## src/rtl/pmp_csr_pkg.sv

```systemverilog
`timescale 1ns/1ps
package pmp_csr_pkg;
  localparam int CFG_BIT_R = 0;
  localparam int CFG_BIT_W = 1;
  localparam int CFG_BIT_X = 2;
  localparam int CFG_BIT_A = 3;
  localparam int CFG_BIT_L = 7;
  localparam logic [1:0] MATCH_TOR = 2'b01;
  localparam logic [2:0] RWX_SHARED = 3'b110;

  localparam int SEC_BIT_MML  = 0;
  localparam int SEC_BIT_MMWP = 1;
  localparam int SEC_BIT_RLB  = 2;

  // entries per config CSR step, independent of XLEN
  localparam int CFG_STRIDE = 4;

  typedef enum logic [1:0] {
    KIND_CFG  = 2'd0,
    KIND_ADDR = 2'd1,
    KIND_SEC  = 2'd2,
    KIND_NONE = 2'd3
  } csr_kind_e;
endpackage

```

## src/rtl/pmp_cfg_filter.sv

```systemverilog
`timescale 1ns/1ps
module pmp_cfg_filter (
  input  logic       cur_lock_i,
  input  logic       new_lock_i,
  input  logic [2:0] new_rwx_i,
  input  logic       rlb_i,
  input  logic       mml_i,
  output logic       accept_o
);
  import pmp_csr_pkg::*;

  logic lock_no_x;
  logic shared_enc;

  assign lock_no_x  = new_lock_i && !new_rwx_i[CFG_BIT_X];
  assign shared_enc = !new_lock_i && (new_rwx_i == RWX_SHARED);
  assign accept_o   = rlb_i || (!cur_lock_i && (!mml_i || !(lock_no_x || shared_enc)));
endmodule

```

## src/rtl/pmp_entry.sv

```systemverilog
`timescale 1ns/1ps
module pmp_entry #(
  parameter int XLEN = 32
) (
  input  logic            clk_i,
  input  logic            rst_ni,
  input  logic            cfg_we_i,
  input  logic [7:0]      cfg_wdata_i,
  input  logic            addr_we_i,
  input  logic [XLEN-1:0] addr_wdata_i,
  input  logic            next_tor_lock_i,
  input  logic            rlb_i,
  input  logic            mml_i,
  output logic [7:0]      cfg_o,
  output logic [XLEN-1:0] addr_o
);
  import pmp_csr_pkg::*;

  logic [7:0]      cfg_q;
  logic [XLEN-1:0] addr_q;
  logic            cfg_ok;

  pmp_cfg_filter u_filter (
    .cur_lock_i (cfg_q[CFG_BIT_L]),
    .new_lock_i (cfg_wdata_i[CFG_BIT_L]),
    .new_rwx_i  (cfg_wdata_i[2:0]),
    .rlb_i      (rlb_i),
    .mml_i      (mml_i),
    .accept_o   (cfg_ok)
  );

  always_ff @(posedge clk_i or negedge rst_ni) begin
    if (!rst_ni) begin
      cfg_q  <= '0;
      addr_q <= '0;
    end else begin
      if (cfg_we_i && cfg_ok) cfg_q <= cfg_wdata_i;
      if (addr_we_i && !cfg_q[CFG_BIT_L] && !next_tor_lock_i) addr_q <= addr_wdata_i;
    end
  end

  assign cfg_o  = cfg_q;
  assign addr_o = addr_q;

  assert_cfg_lock_hold_R3: assert property (@(posedge clk_i) disable iff (!rst_ni)
    (cfg_q[CFG_BIT_L] && !rlb_i) |=> $stable(cfg_q));

  assert_addr_lock_hold_R4: assert property (@(posedge clk_i) disable iff (!rst_ni)
    cfg_q[CFG_BIT_L] |=> $stable(addr_q));

  assert_tor_guard_R5: assert property (@(posedge clk_i) disable iff (!rst_ni)
    next_tor_lock_i |=> $stable(addr_q));

  assert_bypass_take_R6: assert property (@(posedge clk_i) disable iff (!rst_ni)
    (rlb_i && cfg_we_i) |=> (cfg_q == $past(cfg_wdata_i)));

  assert_lock_needs_x_R7: assert property (@(posedge clk_i) disable iff (!rst_ni)
    (mml_i && !rlb_i && cfg_we_i && cfg_wdata_i[CFG_BIT_L] && !cfg_wdata_i[CFG_BIT_X])
    |=> $stable(cfg_q));

  assert_shared_drop_R8: assert property (@(posedge clk_i) disable iff (!rst_ni)
    (mml_i && !rlb_i && cfg_we_i && !cfg_wdata_i[CFG_BIT_L] && cfg_wdata_i[2:0] == RWX_SHARED)
    |=> $stable(cfg_q));
endmodule

```

## src/rtl/pmp_seccfg.sv

```systemverilog
`timescale 1ns/1ps
module pmp_seccfg (
  input  logic       clk_i,
  input  logic       rst_ni,
  input  logic       we_i,
  input  logic [2:0] wdata_i,
  input  logic       any_locked_i,
  output logic       mml_o,
  output logic       mmwp_o,
  output logic       rlb_o
);
  import pmp_csr_pkg::*;

  logic mml_q, mmwp_q, rlb_q;

  always_ff @(posedge clk_i or negedge rst_ni) begin
    if (!rst_ni) begin
      mml_q  <= 1'b0;
      mmwp_q <= 1'b0;
      rlb_q  <= 1'b0;
    end else if (we_i) begin
      mml_q  <= mml_q  | wdata_i[SEC_BIT_MML];
      mmwp_q <= mmwp_q | wdata_i[SEC_BIT_MMWP];
      rlb_q  <= wdata_i[SEC_BIT_RLB] & (rlb_q | ~any_locked_i);
    end
  end

  assign mml_o  = mml_q;
  assign mmwp_o = mmwp_q;
  assign rlb_o  = rlb_q;

  assert_mml_sticky_R10: assert property (@(posedge clk_i) disable iff (!rst_ni)
    mml_q |=> mml_q);

  assert_mmwp_sticky_R10: assert property (@(posedge clk_i) disable iff (!rst_ni)
    mmwp_q |=> mmwp_q);

  assert_rlb_no_raise_R9: assert property (@(posedge clk_i) disable iff (!rst_ni)
    (!rlb_q && any_locked_i) |=> !rlb_q);
endmodule

```

## src/rtl/pmp_csr_bank.sv

```systemverilog
`timescale 1ns/1ps
module pmp_csr_bank #(
  parameter int XLEN        = 32,
  parameter int NUM_ENTRIES = 16,
  parameter int IDX_W       = 6
) (
  input  logic                        clk_i,
  input  logic                        rst_ni,
  input  logic                        csr_we_i,
  input  logic [1:0]                  csr_kind_i,
  input  logic [IDX_W-1:0]            csr_idx_i,
  input  logic [XLEN-1:0]             csr_wdata_i,
  output logic [XLEN-1:0]             csr_rdata_o,
  output logic [NUM_ENTRIES*8-1:0]    entry_cfg_o,
  output logic [NUM_ENTRIES*XLEN-1:0] entry_addr_o,
  output logic                        sec_mml_o,
  output logic                        sec_mmwp_o,
  output logic                        sec_rlb_o
);
  import pmp_csr_pkg::*;

  localparam int BPC = XLEN / 8;

  logic [NUM_ENTRIES*8-1:0]    cfg_flat;
  logic [NUM_ENTRIES*XLEN-1:0] addr_flat;
  logic                        mml, mmwp, rlb;
  logic                        any_locked;
  logic                        sec_we;

  for (genvar k = 0; k < NUM_ENTRIES; k++) begin : g_entry
    logic       we_c;
    logic [7:0] byte_c;
    logic       we_a;
    logic       tor_lock;

    always_comb begin
      we_c   = 1'b0;
      byte_c = '0;
      if (csr_we_i && csr_kind_i == KIND_CFG) begin
        for (int i = 0; i < BPC; i++) begin
          if (int'(csr_idx_i) * CFG_STRIDE + i == k) begin
            we_c   = 1'b1;
            byte_c = csr_wdata_i[i*8 +: 8];
          end
        end
      end
    end

    assign we_a = csr_we_i && (csr_kind_i == KIND_ADDR) && (int'(csr_idx_i) == k);

    if (k + 1 < NUM_ENTRIES) begin : g_next
      assign tor_lock = cfg_flat[(k+1)*8 + CFG_BIT_L] &&
                        (cfg_flat[(k+1)*8 + CFG_BIT_A +: 2] == MATCH_TOR);
    end else begin : g_top
      assign tor_lock = 1'b0;
    end

    pmp_entry #(.XLEN(XLEN)) u_entry (
      .clk_i           (clk_i),
      .rst_ni          (rst_ni),
      .cfg_we_i        (we_c),
      .cfg_wdata_i     (byte_c),
      .addr_we_i       (we_a),
      .addr_wdata_i    (csr_wdata_i),
      .next_tor_lock_i (tor_lock),
      .rlb_i           (rlb),
      .mml_i           (mml),
      .cfg_o           (cfg_flat[k*8 +: 8]),
      .addr_o          (addr_flat[k*XLEN +: XLEN])
    );
  end

  always_comb begin
    any_locked = 1'b0;
    for (int k = 0; k < NUM_ENTRIES; k++) any_locked |= cfg_flat[k*8 + CFG_BIT_L];
  end

  assign sec_we = csr_we_i && (csr_kind_i == KIND_SEC);

  pmp_seccfg u_sec (
    .clk_i        (clk_i),
    .rst_ni       (rst_ni),
    .we_i         (sec_we),
    .wdata_i      (csr_wdata_i[2:0]),
    .any_locked_i (any_locked),
    .mml_o        (mml),
    .mmwp_o       (mmwp),
    .rlb_o        (rlb)
  );

  always_comb begin
    csr_rdata_o = '0;
    unique case (csr_kind_i)
      KIND_CFG: begin
        for (int k = 0; k < NUM_ENTRIES; k++)
          for (int i = 0; i < BPC; i++)
            if (int'(csr_idx_i) * CFG_STRIDE + i == k) csr_rdata_o[i*8 +: 8] = cfg_flat[k*8 +: 8];
      end
      KIND_ADDR: begin
        for (int k = 0; k < NUM_ENTRIES; k++)
          if (int'(csr_idx_i) == k) csr_rdata_o = addr_flat[k*XLEN +: XLEN];
      end
      KIND_SEC: begin
        csr_rdata_o[SEC_BIT_MML]  = mml;
        csr_rdata_o[SEC_BIT_MMWP] = mmwp;
        csr_rdata_o[SEC_BIT_RLB]  = rlb;
      end
      default: csr_rdata_o = '0;
    endcase
  end

  assign entry_cfg_o  = cfg_flat;
  assign entry_addr_o = addr_flat;
  assign sec_mml_o    = mml;
  assign sec_mmwp_o   = mmwp;
  assign sec_rlb_o    = rlb;

  assert_none_kind_reads_zero_R2: assert property (@(posedge clk_i) disable iff (!rst_ni)
    (csr_kind_i == KIND_NONE) |-> (csr_rdata_o == '0));

  assert_write_lands_next_R11: assert property (@(posedge clk_i) disable iff (!rst_ni)
    (!csr_we_i) |=> ($stable(cfg_flat) && $stable(addr_flat)));
endmodule

```

## config.mk

```make
export PLATFORM = sky130hd
export DESIGN_NAME = pmp_csr_bank
export DESIGN_NICKNAME = d
export VERILOG_FILES = /design/src/rtl/pmp_csr_pkg.sv /design/src/rtl/pmp_cfg_filter.sv /design/src/rtl/pmp_entry.sv /design/src/rtl/pmp_seccfg.sv /design/src/rtl/pmp_csr_bank.sv
export SDC_FILE = /design/constraint.sdc
export NUM_CORES = 1
export LEC_CHECK = 0
export CAP_MARGIN = 30
export CORE_UTILIZATION = 30
export DETAILED_ROUTE_END_ITERATION = 7
export GPL_ROUTABILITY_DRIVEN = 0
export PLACE_DENSITY = 0.51
export RECOVER_POWER = 25
export SLEW_MARGIN = 20
export SYNTH_ARGS = -nofsm -noshare
export SYNTH_HDL_FRONTEND = slang
export SYNTH_SLANG_ARGS = --single-unit
```

## constraint.sdc

```tcl
create_clock -name clk_i -period 8.15 [get_ports clk_i]
set_input_delay 2.0375 -clock clk_i [delete_from_list [all_inputs] [get_ports clk_i]]
set_output_delay 2.0375 -clock clk_i [all_outputs]
set_load 0.01 [all_outputs]
```

### Word level (Yosys, flattened, before mapping)

Cells that the tools add are included.

* add/sub/neg operators: 3
* equal/unequal tests: 93
* muxes and demuxes: 206
* bitwise gates (word level): 20
* reduce and logical (&&, ||, !) cells: 263

Operator list (count)
* $mux W8: 120
* $eq A32 B5 Y1 const B: 21
* $mux W32: 16
* $eq A32 B4 Y1 const B: 12
* $eq A32 B3 Y1 const B: 6
* $logic_and A1 B1 Y1: 129
* $logic_not A32 Y1: 4
* $eq A32 B2 Y1 const B: 3
* $logic_not A1 Y1: 80
* $mux W1: 68
* $pmux W29 S2: 1
* $eq A3 B3 Y1 const B: 16
* $eq A6 B5 Y1 const B: 8
* $logic_or A1 B1 Y1: 48
* $eq A2 B1 Y1 const B: 16
* $eq A9 B4 Y1 const B: 3
* $eq A6 B4 Y1 const B: 4
* $add A8 B2 Y9 const B: 2
* $or A1 B1 Y1: 18
* $eq A6 B3 Y1 const B: 2
* $add A8 B1 Y9 const B: 1
* $pmux W3 S3: 1
* $eq A6 B2 Y1 const B: 1
* $logic_not A6 Y1: 1
* other kinds (4): 4

* bits in registers: 643
* input bits: 43
* word-level logic and storage cells: 620

### Logic depth before layout (Yosys ltp)

* depth after elaboration: 19
* depth in mapped cells: 11
* depth with buffers taken out: 6

### Cells and area by module

From an unflattened synthesis, not the netlist that was laid out.

* cell total of the unflattened synthesis: 2369
* area, all modules: 30932.2 um^2

Modules (own cells, without submodules)
* pmp_entry: instances 16, cells an instance 85, area each 1507.7 um^2
* pmp_csr_bank: instances 1, cells an instance 937, area each 6034.5 um^2
* pmp_cfg_filter: instances 16, cells an instance 4, area each 41.3 um^2
* pmp_seccfg: instances 1, cells an instance 8, area each 113.9 um^2

### Worst setup path before layout

OpenSTA, ideal clock, no wires.

* path type: in2out
* from: input port csr_idx_i[5]
* to: output port csr_rdata_o[22]
* data arrival time: 3.846 ns
* required time: 6.113 ns
* setup slack: 2.267 ns
* cell stages on the path: 9
* path buffers: 3
* cells stage by stage: buf_4 > or4b_1 > buf_2 > nor2_1 > buf_2 > a222oi_1 > o21ai_0 > a21oi_1 > o31ai_1

* longest elaborated chain between the ends: 19
* elaborated cells on any way between the ends: 66

RTL lines
* start, declared: RTL line pmp_csr_bank.sv:11 `input logic [IDX_W-1:0] csr_idx_i,`
* $add A8 B2 Y9: RTL line pmp_csr_bank.sv:97 `if (int'(csr_idx_i) * CFG_STRIDE + i == k) csr_rdata_o[i*8 +: 8] = cfg_flat[k*8 +: 8];`
* $logic_not A32 Y1: RTL line pmp_csr_bank.sv:97
* $mux W8 (16 in series): RTL line pmp_csr_bank.sv:97
* $pmux W29 S2 *: RTL line pmp_csr_bank.sv:93 `unique case (csr_kind_i)`
* end, declared: RTL line pmp_csr_bank.sv:13 `output logic [XLEN-1:0] csr_rdata_o,`

Mark *: on every way between the ends. The rest lies on a longest branch, timed or not.

### Worst setup path in the final report

* from: input port csr_idx_i[3]
* to: output port csr_rdata_o[19]

Same word-level chain as after synthesis.

==> run_results.csv <==
group,metric,value,unit
power,internal_power,5910,uW
synthesis,ys_types,69,
synthesis,synth_fp_nets,2365,
finish,drive_above_1_share,0.319,
placed_design,dp_slack,0.473,ns
critical_path,rrSetupSlack,5.69,ns
routing,ant_nets,0,
global_routing,first_global_vias,25500,
clocking,cts_buffers,77,
routing,routed_via_density,5.57,
routing,dr.pass1.iters,5,
routing,wl,158000,microns
critical_path,r2r_start,"g_entry[3].u_entry.cfg_o[7]$_DFFE_PN0P_",
power,p_comb_frac,0.131,
job,max-cap-violations,1,
sta,min_period,7.78,ns
power,power.density,192,nW/um^2
critical_path,critPathLaunchType,"primary input",
placed_design,io_buffers,717,
synthesis,synth-edff-count,0,
synthesis,synthArstFlopShare,1.00,
placed_design,place_hpwl,114000,microns
critical_path,path_class,"in2out",
routing,drtIter0Drc,2168,
critical_path,arrival,5.74,ns
floorplanning,die_area,103000,sq um
finish,final_common_cell,"clkdlybuf4s50_1",
floorplanning,die_w,321,microns
synthesis,synth_area_per_cell,13.1,sq um
power,ir_drop,140,uV
global_routing,grt_usage,0.302,
sta,finalMaxSlewViolations,92,
global_routing,grt_max_degree,134,
sta,maxSlewHeadroom,-2.84,
global_routing,grt_pass1_wl,217000,microns
synthesis,synth_cells,2322,
synthesis,synth_seq_cells,643,
outcome,violations,"capacitance limit, slew limit",
sta,clock.fmax,0.129,GHz
outcome,status,"finished, violations left",
critical_path,setup.worst_path.start,"csr_idx_i[3]",
sta,rsz0062_at_grt,"false",
routing,vias,24700,
routing,avgRoutedWirePerCell,35.7,microns
sta,setup_ws,0.373,ns
sta,fin_setup_tns,0,ns
floorplanning,die_y,321,microns
finish,syn_to_final_growth,38.2,%
clocking,path_clk_slew,0.06,ns
clocking,clk_latency,0.66,ns
synthesis,syn-cell-area,30500,sq um
finish,fin_util,0.419,
critical_path,cp-end-kind,"primary output",
floorplanning,core-area,100000,sq um
power,seq_power_share,0.434,
synthesis,ys_seq_area_frac,0.528,
critical_path,worstPathRequired,6.11,ns
sta,report.final.setup_viol,0,
global_routing,gr-total-overflow,0,
sta,post-route-period-util,0.954,
synthesis,yosysWarnings,0,
power,p_clk_frac,0.436,
floorplanning,row_count,116,
clocking,cts-resized-gates,0,
finish,layout_common_cells,"713 x clkdlybuf4s50_1, 643 x dfrtp_1, 610 x mux2_2",
critical_path,crit_path_max_fanout,12,
clocking,cts_max_level,3,
sta,hold_violations,0,
clocking,cts_root_buffer,"clkbuf_16",
power,switching_share,0.270,
floorplanning,initial_core_util,0.303,
clocking,cts_tree,"built",
floorplanning,pin_count,718,
synthesis,ys.flop_type,"dfrtp_1",
sta,skew,0.0192,ns
clocking,clkSinkCount,643,
finish,nNetsFinal,3061,
routing,drc,0,
min_path,hold_path_class,"reg2reg",
sta,worstMarginPinSlew,5.76,ns
global_routing,antenna_found_initial,8,
power,power_leakage,0.0185,uW
power,switchingPower,2180,uW
min_path,hold_start,"g_entry[6].u_entry.cfg_o[1]$_DFFE_PN0P_",
clocking,post-cts-setup-buffers,0,
clocking,cts_hold_buf,0,
clocking,clk_path_buf_depth,3,
==> worst paths after layout <==
kind,cells past startpoint,end
worst max-delay path,8,csr_rdata_o[19]
worst min-delay path,1,g_entry[6].u_entry.cfg_o[1]$_DFFE_PN0P_
worst max register to register,4,g_entry[2].u_entry.addr_o[10]$_DFFE_PN0P_
worst min register to register,1,g_entry[6].u_entry.cfg_o[1]$_DFFE_PN0P_
max in group asynchronous,2,g_entry[0].u_entry.addr_o[17]$_DFFE_PN0P_
min in group asynchronous,1,g_entry[2].u_entry.cfg_o[6]$_DFFE_PN0P_
==> power by group through the flow <==
stage / logic, uW / clock network [uW] / registers, uW
4_1_cts: 1060 / 3590 / 3500
3_5_place_dp: 1060 / 0 / 3560
3_3_place_gp: 1050 / 0 / 3550
2_1_floorplan: 345 / 0 / 3580
5_1_grt: 1110 / 3710 / 3520
6_report: 1060 / 3530 / 3510
==> cells by family (layout without fill, tap and decap cells) <==
kind of cell | Yosys count | count (layout) | share of synthesized area
DFF | 643 | 643 | 0.528
AOI/OAI and AO/OA | 385 | 385 | 0.0828
other | 0 | 4 | 0
muxes | 741 | 741 | 0.296
and+or+nand+nor | 322 | 322 | 0.0573
buffers and inverters | 231 | 985 | 0.0354
==> layout make-up <==
cell class	count	area, sq um
fill	9494	58300
clock inverter	25	264
tap	1357	1700
antenna	4	10.0
sequential	643	16100
multi-input combinational	1448	13500
clock buffer	112	2280
timing repair buffer	841	8240
inverter	7	26.3
==> cell usage after synthesis (6+ instances only) <==
| cell type | instances | area, sq um |
|---|---|---|
| a31oi_1 | 6 | 37.5 |
| nor2_2 | 6 | 37.5 |
| a222oi_1 | 12 | 120 |
| buf_4 | 26 | 195 |
| o31ai_1 | 6 | 45.0 |
| a221oi_1 | 12 | 105 |
| clkbuf_1 | 104 | 390 |
| o21ai_0 | 93 | 465 |
| o211ai_1 | 13 | 97.6 |
| a22oi_1 | 46 | 345 |
| a22o_1 | 10 | 87.6 |
| inv_1 | 7 | 26.3 |
| nor2b_1 | 11 | 68.8 |
| a32oi_1 | 7 | 61.3 |
| nor3_2 | 9 | 90.1 |
| mux2i_1 | 33 | 330 |
| nor2_4 | 9 | 101 |
| mux4_2 | 65 | 1460 |
| o22ai_1 | 12 | 75.1 |
| mux2_2 | 610 | 6870 |
| dfrtp_1 | 643 | 16100 |
| mux2_1 | 33 | 372 |
| o221ai_1 | 18 | 158 |
| o2111ai_1 | 6 | 52.6 |
| a211oi_1 | 7 | 52.6 |
| buf_1 | 7 | 26.3 |
| o21a_1 | 6 | 45.0 |
| a221o_1 | 8 | 80.1 |
| buf_2 | 86 | 430 |
| a21oi_1 | 100 | 500 |
| nor2_1 | 115 | 432 |
| nand3_1 | 19 | 95.1 |
| nor3_1 | 12 | 60.1 |
| nand2_1 | 90 | 338 |
==> routing by layer <==
layer / up-vias / part of all wire / GRT usage
li1: 9995 / - / -
met1: 13200 / 0.41 / 0.386
met2: 1210 / 0.47 / 0.482
met3: 263 / 0.088 / 0.0904
met4: 0 / 0.039 / 0.111
met5: - / 0 / 0
==> flip-flops by register name, summed over array words and instances, names as in the netlist <==
register	flops
g_entry.u_entry.addr_o	512
g_entry.u_entry.cfg_o	128
u_sec.mml_o	1
u_sec.mmwp_o	1
u_sec.rlb_o	1
==> stage by stage <==
step | total power [uW] | hold slack (ns) | instances | area [sq um]
final | 8090 | 0.522 | 4437 | 42100
after global placement | 4600 | 0.497 | 4289 | 39500
after detailed placement | 4620 | 0.498 | 4292 | 39500
after global routing | 8350 | 0.536 | 4436 | 42100
after floorplan | 3920 | 0.511 | 2322 | 30500
after CTS | 8150 | 0.518 | 4429 | 42000
==> critical path, cell delays in order <==
cell	delay [ns]
clkdlybuf4s50_1	0.61
or4b_2	1.08
nor2_1	0.57
a21oi_1	0.16
nor2_1	0.15
nor3_1	0.06
o21ai_0	0.41
clkdlybuf4s50_1	0.65
Note: power is estimated with default switching activity, not from simulation.
